==> src/rtl/conv_seq_pkg.sv <==
package conv_seq_pkg;

    localparam int RES_W = 2;

    typedef enum logic [0:0] {
        ST_IDLE = 1'b0,
        ST_CONV = 1'b1
    } seq_state_e;

endpackage

==> src/rtl/conv_timer.sv <==
module conv_timer #(
    parameter int BASE_CYCLES = 4,
    parameter int CNT_W       = 6
) (
    input  logic                           clk,
    input  logic                           rst_n,
    input  logic                           load_i,
    input  logic [conv_seq_pkg::RES_W-1:0] res_i,
    output logic                           last_o
);

    typedef struct packed {
        logic [CNT_W-1:0] cnt;
    } timer_t;

    timer_t cur_q, nxt_d;

    always_comb begin
        nxt_d = cur_q;
        if (load_i) begin
            nxt_d.cnt = (CNT_W'(BASE_CYCLES) << res_i) - CNT_W'(1);
        end else if (cur_q.cnt != '0) begin
            nxt_d.cnt = cur_q.cnt - CNT_W'(1);
        end
    end

    always_ff @(posedge clk) begin
        if (!rst_n) begin
            cur_q <= '0;
        end else begin
            cur_q <= nxt_d;
        end
    end

    assign last_o = (cur_q.cnt == '0);

endmodule

==> src/rtl/conv_capture.sv <==
module conv_capture #(
    parameter int TEMP_W = 12
) (
    input  logic                           clk,
    input  logic                           rst_n,
    input  logic                           capture_i,
    input  logic [conv_seq_pkg::RES_W-1:0] res_i,
    input  logic [TEMP_W-1:0]              raw_i,
    output logic [TEMP_W-1:0]              temp_o
);

    localparam int DROP_MAX = 3;

    typedef struct packed {
        logic [TEMP_W-1:0] temp;
    } cap_t;

    cap_t cur_q, nxt_d;
    logic [TEMP_W-1:0] keep_mask;

    always_comb begin
        keep_mask = {TEMP_W{1'b1}} << (2'(DROP_MAX) - res_i);
        nxt_d = cur_q;
        if (capture_i) begin
            nxt_d.temp = raw_i & keep_mask;
        end
    end

    always_ff @(posedge clk) begin
        if (!rst_n) begin
            cur_q <= '0;
        end else begin
            cur_q <= nxt_d;
        end
    end

    assign temp_o = cur_q.temp;

    AST_LOW_BITS_ZERO: assert property (@(posedge clk) disable iff (!rst_n)
        (capture_i && res_i == 2'd0) |=> (temp_o[2:0] == 3'b000));

    AST_UPPER_KEPT: assert property (@(posedge clk) disable iff (!rst_n)
        capture_i |=> (temp_o[TEMP_W-1:3] == $past(raw_i[TEMP_W-1:3])));

    AST_TEMP_HOLD: assert property (@(posedge clk) disable iff (!rst_n)
        !capture_i |=> $stable(temp_o));

endmodule

==> src/rtl/conv_ctrl.sv <==
module conv_ctrl
    import conv_seq_pkg::*;
#(
    parameter int BASE_CYCLES = 4,
    parameter int CNT_W       = 6
) (
    input  logic             clk,
    input  logic             rst_n,
    input  logic [RES_W-1:0] cfg_res_i,
    input  logic             shutdown_i,
    input  logic             oneshot_i,
    input  logic             timer_last_i,
    output logic             load_o,
    output logic             capture_o,
    output logic [RES_W-1:0] res_lat_o,
    output logic             start_o,
    output logic             done_o
);

    typedef struct packed {
        seq_state_e       state;
        logic             start;
        logic             done;
        logic [RES_W-1:0] res;
        logic [CNT_W-1:0] since;
    } ctrl_t;

    ctrl_t cur_q, nxt_d;
    logic  finish;
    logic  go;

    always_comb begin
        finish = (cur_q.state == ST_CONV) && timer_last_i;
        go     = ((cur_q.state == ST_IDLE) && (!shutdown_i || oneshot_i))
              || (finish && !shutdown_i);

        nxt_d       = cur_q;
        nxt_d.start = go;
        nxt_d.done  = finish;
        if (go) begin
            nxt_d.state = ST_CONV;
            nxt_d.res   = cfg_res_i;
            nxt_d.since = CNT_W'(1);
        end else if (finish) begin
            nxt_d.state = ST_IDLE;
        end else if (cur_q.state == ST_CONV) begin
            nxt_d.since = cur_q.since + CNT_W'(1);
        end
    end

    always_ff @(posedge clk) begin
        if (!rst_n) begin
            cur_q <= '{state: ST_IDLE, start: 1'b0, done: 1'b0, res: '0, since: '0};
        end else begin
            cur_q <= nxt_d;
        end
    end

    assign load_o    = go;
    assign capture_o = finish;
    assign res_lat_o = cur_q.res;
    assign start_o   = cur_q.start;
    assign done_o    = cur_q.done;

    AST_PERIOD: assert property (@(posedge clk) disable iff (!rst_n)
        ((cur_q.state == ST_CONV) && timer_last_i)
            |-> (cur_q.since == (CNT_W'(BASE_CYCLES) << cur_q.res)));

    AST_DONE_ONE_CYCLE: assert property (@(posedge clk) disable iff (!rst_n)
        done_o |=> !done_o);

    AST_STOPPED_QUIET: assert property (@(posedge clk) disable iff (!rst_n)
        ((cur_q.state == ST_IDLE) && shutdown_i && !oneshot_i) |=> !start_o);

    AST_BUSY_NO_RESTART: assert property (@(posedge clk) disable iff (!rst_n)
        ((cur_q.state == ST_CONV) && !timer_last_i) |=> !start_o);

endmodule

==> src/rtl/conv_sequencer.sv <==
module conv_sequencer #(
    parameter int BASE_CYCLES = 4,
    parameter int TEMP_W      = 12
) (
    input  logic              clk,
    input  logic              rst_n,
    input  logic [1:0]        cfg_res,
    input  logic              cfg_shutdown,
    input  logic              oneshot_req,
    output logic              conv_start,
    input  logic [TEMP_W-1:0] conv_result,
    output logic              conv_done,
    output logic [TEMP_W-1:0] temp_value
);

    localparam int MAX_CYCLES = BASE_CYCLES << 3;
    localparam int CNT_W      = $clog2(MAX_CYCLES + 1);

    logic       load;
    logic       capture;
    logic       timer_last;
    logic [1:0] res_lat;

    conv_ctrl #(
        .BASE_CYCLES(BASE_CYCLES),
        .CNT_W      (CNT_W)
    ) ctrl_i (
        .clk         (clk),
        .rst_n       (rst_n),
        .cfg_res_i   (cfg_res),
        .shutdown_i  (cfg_shutdown),
        .oneshot_i   (oneshot_req),
        .timer_last_i(timer_last),
        .load_o      (load),
        .capture_o   (capture),
        .res_lat_o   (res_lat),
        .start_o     (conv_start),
        .done_o      (conv_done)
    );

    conv_timer #(
        .BASE_CYCLES(BASE_CYCLES),
        .CNT_W      (CNT_W)
    ) timer_i (
        .clk   (clk),
        .rst_n (rst_n),
        .load_i(load),
        .res_i (cfg_res),
        .last_o(timer_last)
    );

    conv_capture #(
        .TEMP_W(TEMP_W)
    ) capture_i (
        .clk      (clk),
        .rst_n    (rst_n),
        .capture_i(capture),
        .res_i    (res_lat),
        .raw_i    (conv_result),
        .temp_o   (temp_value)
    );

    AST_DONE_UPDATES_TEMP: assert property (@(posedge clk) disable iff (!rst_n)
        $changed(temp_value) |-> conv_done);

endmodule

==> config.mk <==
export PLATFORM = sky130hd
export DESIGN_NAME = conv_sequencer
export DESIGN_NICKNAME = d
export VERILOG_FILES = /design/src/rtl/conv_seq_pkg.sv /design/src/rtl/conv_timer.sv /design/src/rtl/conv_capture.sv /design/src/rtl/conv_ctrl.sv /design/src/rtl/conv_sequencer.sv
export SDC_FILE = /design/constraint.sdc
export NUM_CORES = 1
export LEC_CHECK = 0
export BUFFER_PORTS_ARGS = -buffer_cell sky130_fd_sc_hd__buf_2
export CAP_MARGIN = 20
export CORE_UTILIZATION = 43
export CTS_CLUSTER_DIAMETER = 100
export DETAILED_ROUTE_END_ITERATION = 7
export PLACE_DENSITY_LB_ADDON = 0.1
export RECOVER_POWER = 25
export SYNTH_ARGS = -nofsm -noshare
export SYNTH_HDL_FRONTEND = slang
export SYNTH_SLANG_ARGS = --single-unit
==> constraint.sdc <==
create_clock -name clk -period 1.9 [get_ports clk]
set_clock_uncertainty 0.2 [all_clocks]
set_input_delay 0.19 -clock clk [delete_from_list [all_inputs] [get_ports clk]]
set_output_delay 0.19 -clock clk [all_outputs]
set_load 0.005 [all_outputs]
# Word-level counts from Yosys, hierarchy flattened
# Index checks and enable logic that the tools add are counted.
[op_classes]
add_sub_neg = 3
n_shift = 2
n_mux = 4
bitwise_logic = 2
reduce_logical = 10
[ops]
columns = ["operator", "count"]
rows = [
  ["$and 12x12->12", 1],
  ["$mux 6", 2],
  ["$shl 12x2->12 const A", 1],
  ["$logic_not 6->1", 1],
  ["$reduce_bool 6->1", 1],
  ["$shl 3x2->6 const A", 1],
  ["$sub 6x1->6 const B", 1],
  ["$sub 6x2->6 const B", 1],
  ["$reduce_bool 2->1", 2],
  ["$logic_and 1x1->1", 3],
  ["$logic_or 1x1->1", 2],
  ["$mux 1", 2],
  ["$sub 2x2->2 const A", 1],
  ["$logic_not 1->1", 1],
  ["$not 1->1", 1],
]
[word_totals]
ff_bits = 23
in_bits = 18
out_inout_bits = 14
wordCells = 27

# Longest topological paths before layout
[logic_depth]
depth_word = 5
ltp_mapped = 7
ltp_nobuf = 6

# Modules after synthesis
# A second synthesis with hierarchy kept.
[unflattened]
hier_cells = 101
hier_area_um2 = 1038.5
[by_module_without_submodules]
columns = ["mod", "instances", "cells_each", "area_per_inst_um2", "seq_area_each_um2"]
rows = [
  ["conv_capture", 1, 42, 488.0, 240.2],
  ["conv_timer", 1, 37, 327.8, 120.1],
  ["conv_ctrl", 1, 22, 222.7, 100.1],
]

# Worst setup path before layout
# OpenSTA, ideal clock, no wires.
[synth_path]
path_type = "reg-to-reg"
from = "register timer_i.cur_q[0] (netlist bit)"
to = "register timer_i.cur_q[2] (netlist bit)"
setup_ns = 0.086
arrival_time_ns = 1.741
t_required_ns = 1.614
path_slack_ns = -0.127
path_stages_with_launch = 7
n_path_buf = 0
period_less_slack_ns = 2.027
path_cell_list = "dfxtp_1 inv_1 ha_1 or4b_4 o32ai_4 a31oi_1 a221oi_2"
[synth_via]
elab_chain_cells = 5
word_cells_on_any_way = 9
cone_classes = "add/sub (1); mux (2); reduce/logical (6)"
[synth_lines]
columns = ["element", "line", "text"]
rows = [
  ["start: declaration", "conv_timer.sv:16", "timer_t cur_q, nxt_d;"],
  ["start signal: assignment", "conv_timer.sv:31", "cur_q <= nxt_d;"],
  ["branches (longest 5 deep; another with $sub 6x1->6)", "n/a", ""],
]
# Parallel ways; which one is timed is not known. The select of a mux whose other input is x is not followed.
# A chain may end at the register's enable or synchronous reset.

# Worst setup path after layout
[layout_path]
from = "register timer_i.cur_q[1] (netlist bit)"
to = "register ctrl_i.cur_q (netlist bit ctrl_i.res_lat_o[0])"
[layout_via]
elab_chain_cells = 4
[layout_lines]
columns = ["element", "line", "text"]
rows = [
  ["$logic_not 6->1", "conv_timer.sv:35", "assign last_o = (cur_q.cnt == '0);"],
  ["$logic_and 1x1->1", "conv_ctrl.sv:33", "finish = (cur_q.state == ST_CONV) && timer_last_i;"],
  ["$logic_and 1x1->1", "conv_ctrl.sv:35", "|| (finish && !shutdown_i);"],
  ["$logic_or 1x1->1", "conv_ctrl.sv:35", ""],
  ["end signal: assignment", "conv_ctrl.sv:53", "cur_q <= '{state: ST_IDLE, start: 1'b0, done: 1'b0, res: '0, since: '0};"],
  ["end signal: assignment", "conv_ctrl.sv:55", "cur_q <= nxt_d;"],
  ["end: declaration", "conv_ctrl.sv:28", "ctrl_t cur_q, nxt_d;"],
]
# No other way between the ends.

==> impl_results.md <==
- Final setup fails: 7
- Die Ht: 49.1 microns
- Vias in the first global route: 940
- Via Count: 969
- Met3 usage: 0.0685
- CP Class: flop to flop
- Crit path largest cell delay: 0.48 ns
- Fin cells: 198
- Largest net degree at the start of global routing: 17
- Post-synthesis compound-gate area fraction: 0.188
- PD cells: 813 mW/mm^2
- Worst-margin pin slew: 0.424 ns
- Syn_area_per_cell: 8.83 sq um
- Global placement routability congestion: 0.828
- CP arrival: 2.06 ns
- Final hold violations: 0
- Synth-to-Final Area Change: 57.3%
- WL final: 2.45 mm
- Register area share after synthesis: 0.483
- Hold wc startpoint: cfg_shutdown
- Adder-cell share of the synthesized area: 0.0131
- Crit share post-route: 1.08
- Violated checks: negative setup slack
- Cell total after placement: 175
- Per-cell routed wire length: 12.4 microns
- Worst IR drop on VDD: 0.565 mV
- CP endpoint kind: flop
- Simple-gate share of the synthesized area: 0.224
- Yosys reg bits: 23
- GR peak layer: met2
- RSZ-0062 raised after global routing: true
- H-Tree Depth: 1
- Synth Net Count: 127
- Post-Place Worst Slack: -0.150 ns
- # Max-Cap Violations: 0
- CTS tree: built
- CTS Buf Count: 3
- Vias/cell: 4.89
- Clk slew on worst S/H paths: 0.12 ns
- CP max stage cell: or4b_4
- Final nets: 191
- First-pass GRT wire length: 3.97 mm
- Worst slew margin: 0.716
- YS warnings: 0
- Initial antenna violation count: 0
- # fillers: 150
- FF-to-FF End: ctrl_i.res_lat_o[0]$_SDFFE_PN0P_
- Total clock sinks: 23
- Die area: 0.00241 sq mm
- Post-DP HPWL: 1.63 mm
- First-pass iteration count of the detailed router: 4
- DP Area: 0.00123 sq mm
- CP Buf/Inv Count: 2
- Mapped Area: 953 sq um
- Global route total overflow: 0
- Setup slack, reg-to-reg: -0.15 ns
- Crit path required time: 1.91 ns
- Max Freq: 0.488 GHz
- Final core utilization: 0.742
- Total GRT Usage: 0.212
- WHS Path Cells: 3
- IO buf count: 31
- Final Cell Area: 0.00150 sq mm
- Met2 Usage GRT: 0.393
- Worst hold endpoint: ctrl_i.cur_q[10]$_SDFFE_PN0P_
- Clock Tree Root: clkbuf_4
- 1st-iter DRT viols: 10
- Bufs on Longest Clock Path: 2
- Crit-path leading delay family: simple AND/OR/NAND/NOR gates
- DRC viols: 0
- Critical path launch point type: flop
- Status: finished with violations
- Tightest Hold Check Type: input pin to flop
- Number of diodes: 0
- Clock latency on the worst-skew pair: 0.31 ns
- Leak Pwr: 0.651 nW
- GR Util met1: 0.230
- Mux cell area share after synthesis: 0.0315
- Post-DRT Antenna Nets: 0
- Max-slew violation count: 0
- Largest family of logic cells by synthesized area: simple AND/OR/NAND/NOR gates
- Layout cells sized above 1: 0.374
- Row count: 16
- Top Ports: 32
- Worst Reg-to-Reg Cells: 7
- Final setup margin: -0.147 ns
- Starting Density: 0.472
- Post-synthesis cell count: 108
- Yosys cell types: 30
- FF-to-FF Start: timer_i.cur_q[1]$_SDFFE_PN0P_
- Core Area: 0.00202 sq mm
- XOR/XNOR Fraction of Synth Area: 0.0276
- Crit path cell chain: inv_2, ha_4, or4b_4, o32ai_4, buf_6, mux2i_1, nor2_1
- Peak fanout along the critical path: 3
- Final min period: 2.05 ns
- Chip width: 49.1 microns
## what timing repair did
item / CTS / global route
pin swaps: 5 / 7
endpoints found under the hold margin: 20 / 0
setup endpoints to repair: 8 / 20
hold buffers: 15 / 0
buffers inserted: 2 / 3
gates resized for setup: 3 / 8
## stage by stage
stage,setup TNS [ns],total power [W],hold slack (ns)
after floorplan,-0.307,0.000773,0.107
after global placement,-0.352,0.000902,0.231
after detailed placement,-0.820,0.000916,0.240
after CTS,-0.487,0.00118,0.0134
after global routing,-1.25,0.00129,0.0169
final,-0.797,0.00122,0.0202
## final cells by class
type	count	area [sq um]	share of cell area
sequential	23	463	0.309
inverter	5	18.8	0.0125
tap	27	33.8	0.0225
clock buffer	3	22.5	0.0150
timing repair buffer	62	439	0.293
multi-input combinational	77	518	0.345
clock inverter	1	5.00	0.00334
## cell families after synthesis
kind of cell | after synthesis
fa+ha+maj | 1
simple gates | 45
mux | 3
compound gates | 25
flops | 23
buf+inv | 8
xor+xnor | 3
## worst reg2reg max path: stages, from the launching register on
cell and delay [ns]:
dfxtp_2 0.35, inv_2 0.07, ha_4 0.13, or4b_4 0.48
o32ai_4 0.33, buf_6 0.17, mux2i_1 0.18, nor2_1 0.05
## state kept, by name (all words and copies together) (netlist names)
name	cells
ctrl_i.cur_q	1
timer_i.cur_q	6
ctrl_i.done_o	1
ctrl_i.res_lat_o	2
capture_i.temp_o	12
ctrl_i.start_o	1
## how the worst max path moves through the flow
stage                                             start                          endpoint  slack (ns)  cells after the start
after floorplan           timer_i.cur_q[1]$_SDFFE_PN0P_  ctrl_i.res_lat_o[0]$_SDFFE_PN0P_       -0.11                      6
after global placement    timer_i.cur_q[1]$_SDFFE_PN0P_     timer_i.cur_q[3]$_SDFFE_PN0P_       -0.08                      7
after detailed placement  timer_i.cur_q[1]$_SDFFE_PN0P_     timer_i.cur_q[3]$_SDFFE_PN0P_       -0.15                      7
after CTS                 timer_i.cur_q[1]$_SDFFE_PN0P_     timer_i.cur_q[2]$_SDFFE_PN0P_       -0.11                      6
after global routing      timer_i.cur_q[0]$_SDFFE_PN0P_  ctrl_i.res_lat_o[0]$_SDFFE_PN0P_       -0.21                      7
final                     timer_i.cur_q[1]$_SDFFE_PN0P_  ctrl_i.res_lat_o[0]$_SDFFE_PN0P_       -0.15                      7
## synthesized netlist by cell type, drive strengths merged
| cell type | n | area (sq um) |
|---|---|---|
| and3 | 2 | 12.5 |
| a31o | 1 | 8.76 |
| inv | 4 | 15.0 |
| o21a | 3 | 22.5 |
| nand3 | 3 | 15.0 |
| or4b | 1 | 13.8 |
| a31oi | 1 | 6.26 |
| or2b | 1 | 7.51 |
| ha | 1 | 12.5 |
| o41ai | 1 | 8.76 |
| dfxtp | 23 | 460 |
| buf | 1 | 5.00 |
| xnor2 | 3 | 26.3 |
| nor2 | 7 | 26.3 |
| clkbuf | 2 | 7.51 |
| a221oi | 1 | 15.0 |
| a211oi | 1 | 7.51 |
| nor2b | 1 | 6.26 |
| nand2b | 2 | 12.5 |
| nand2 | 22 | 82.6 |
| nor3 | 2 | 10.0 |
| o32ai | 1 | 27.5 |
| nand4 | 2 | 12.5 |
| a21oi | 12 | 60.1 |
| nor4b | 1 | 8.76 |
| o21ai | 3 | 15.0 |
| o211ai | 1 | 7.51 |
| mux2i | 3 | 30.0 |
| clkinv | 1 | 3.75 |
| and2 | 1 | 6.26 |
## per-layer routing
layer  up-vias  wire (microns)
li1        499               -
met1       447            1090
met2        23            1260
met3         0              99
met4         0               0
met5         -               0
## power breakdown
| group | leakage [nW] | internal (W) | switching (W) | total [W] |
|---|---|---|---|---|
| clock | 0.0177 | 0.0000785 | 0.000141 | 0.000220 |
| combinational | 0.444 | 0.000242 | 0.000184 | 0.000426 |
| sequential | 0.189 | 0.000530 | 0.0000429 | 0.000573 |
| total | 0.651 | 0.000851 | 0.000368 | 0.00122 |
## layout by cell type, fill, tap and decap left out, drive strengths merged, types with 2 or more instances in the layout
| cell | count |
|---|---|
| mux2i | 3 |
| nor3 | 2 |
| nand2 | 22 |
| nor2 | 7 |
| nand3 | 3 |
| o21a | 3 |
| dlygate4sd3 | 15 |
| inv | 4 |
| dfxtp | 23 |
| nand4 | 2 |
| o21ai | 3 |
| clkinv | 2 |
| nand2b | 2 |
| a21oi | 12 |
| and3 | 2 |
| xnor2 | 3 |
| buf | 46 |
| clkbuf | 4 |
Note: power is estimated with default switching activity, not from simulation.
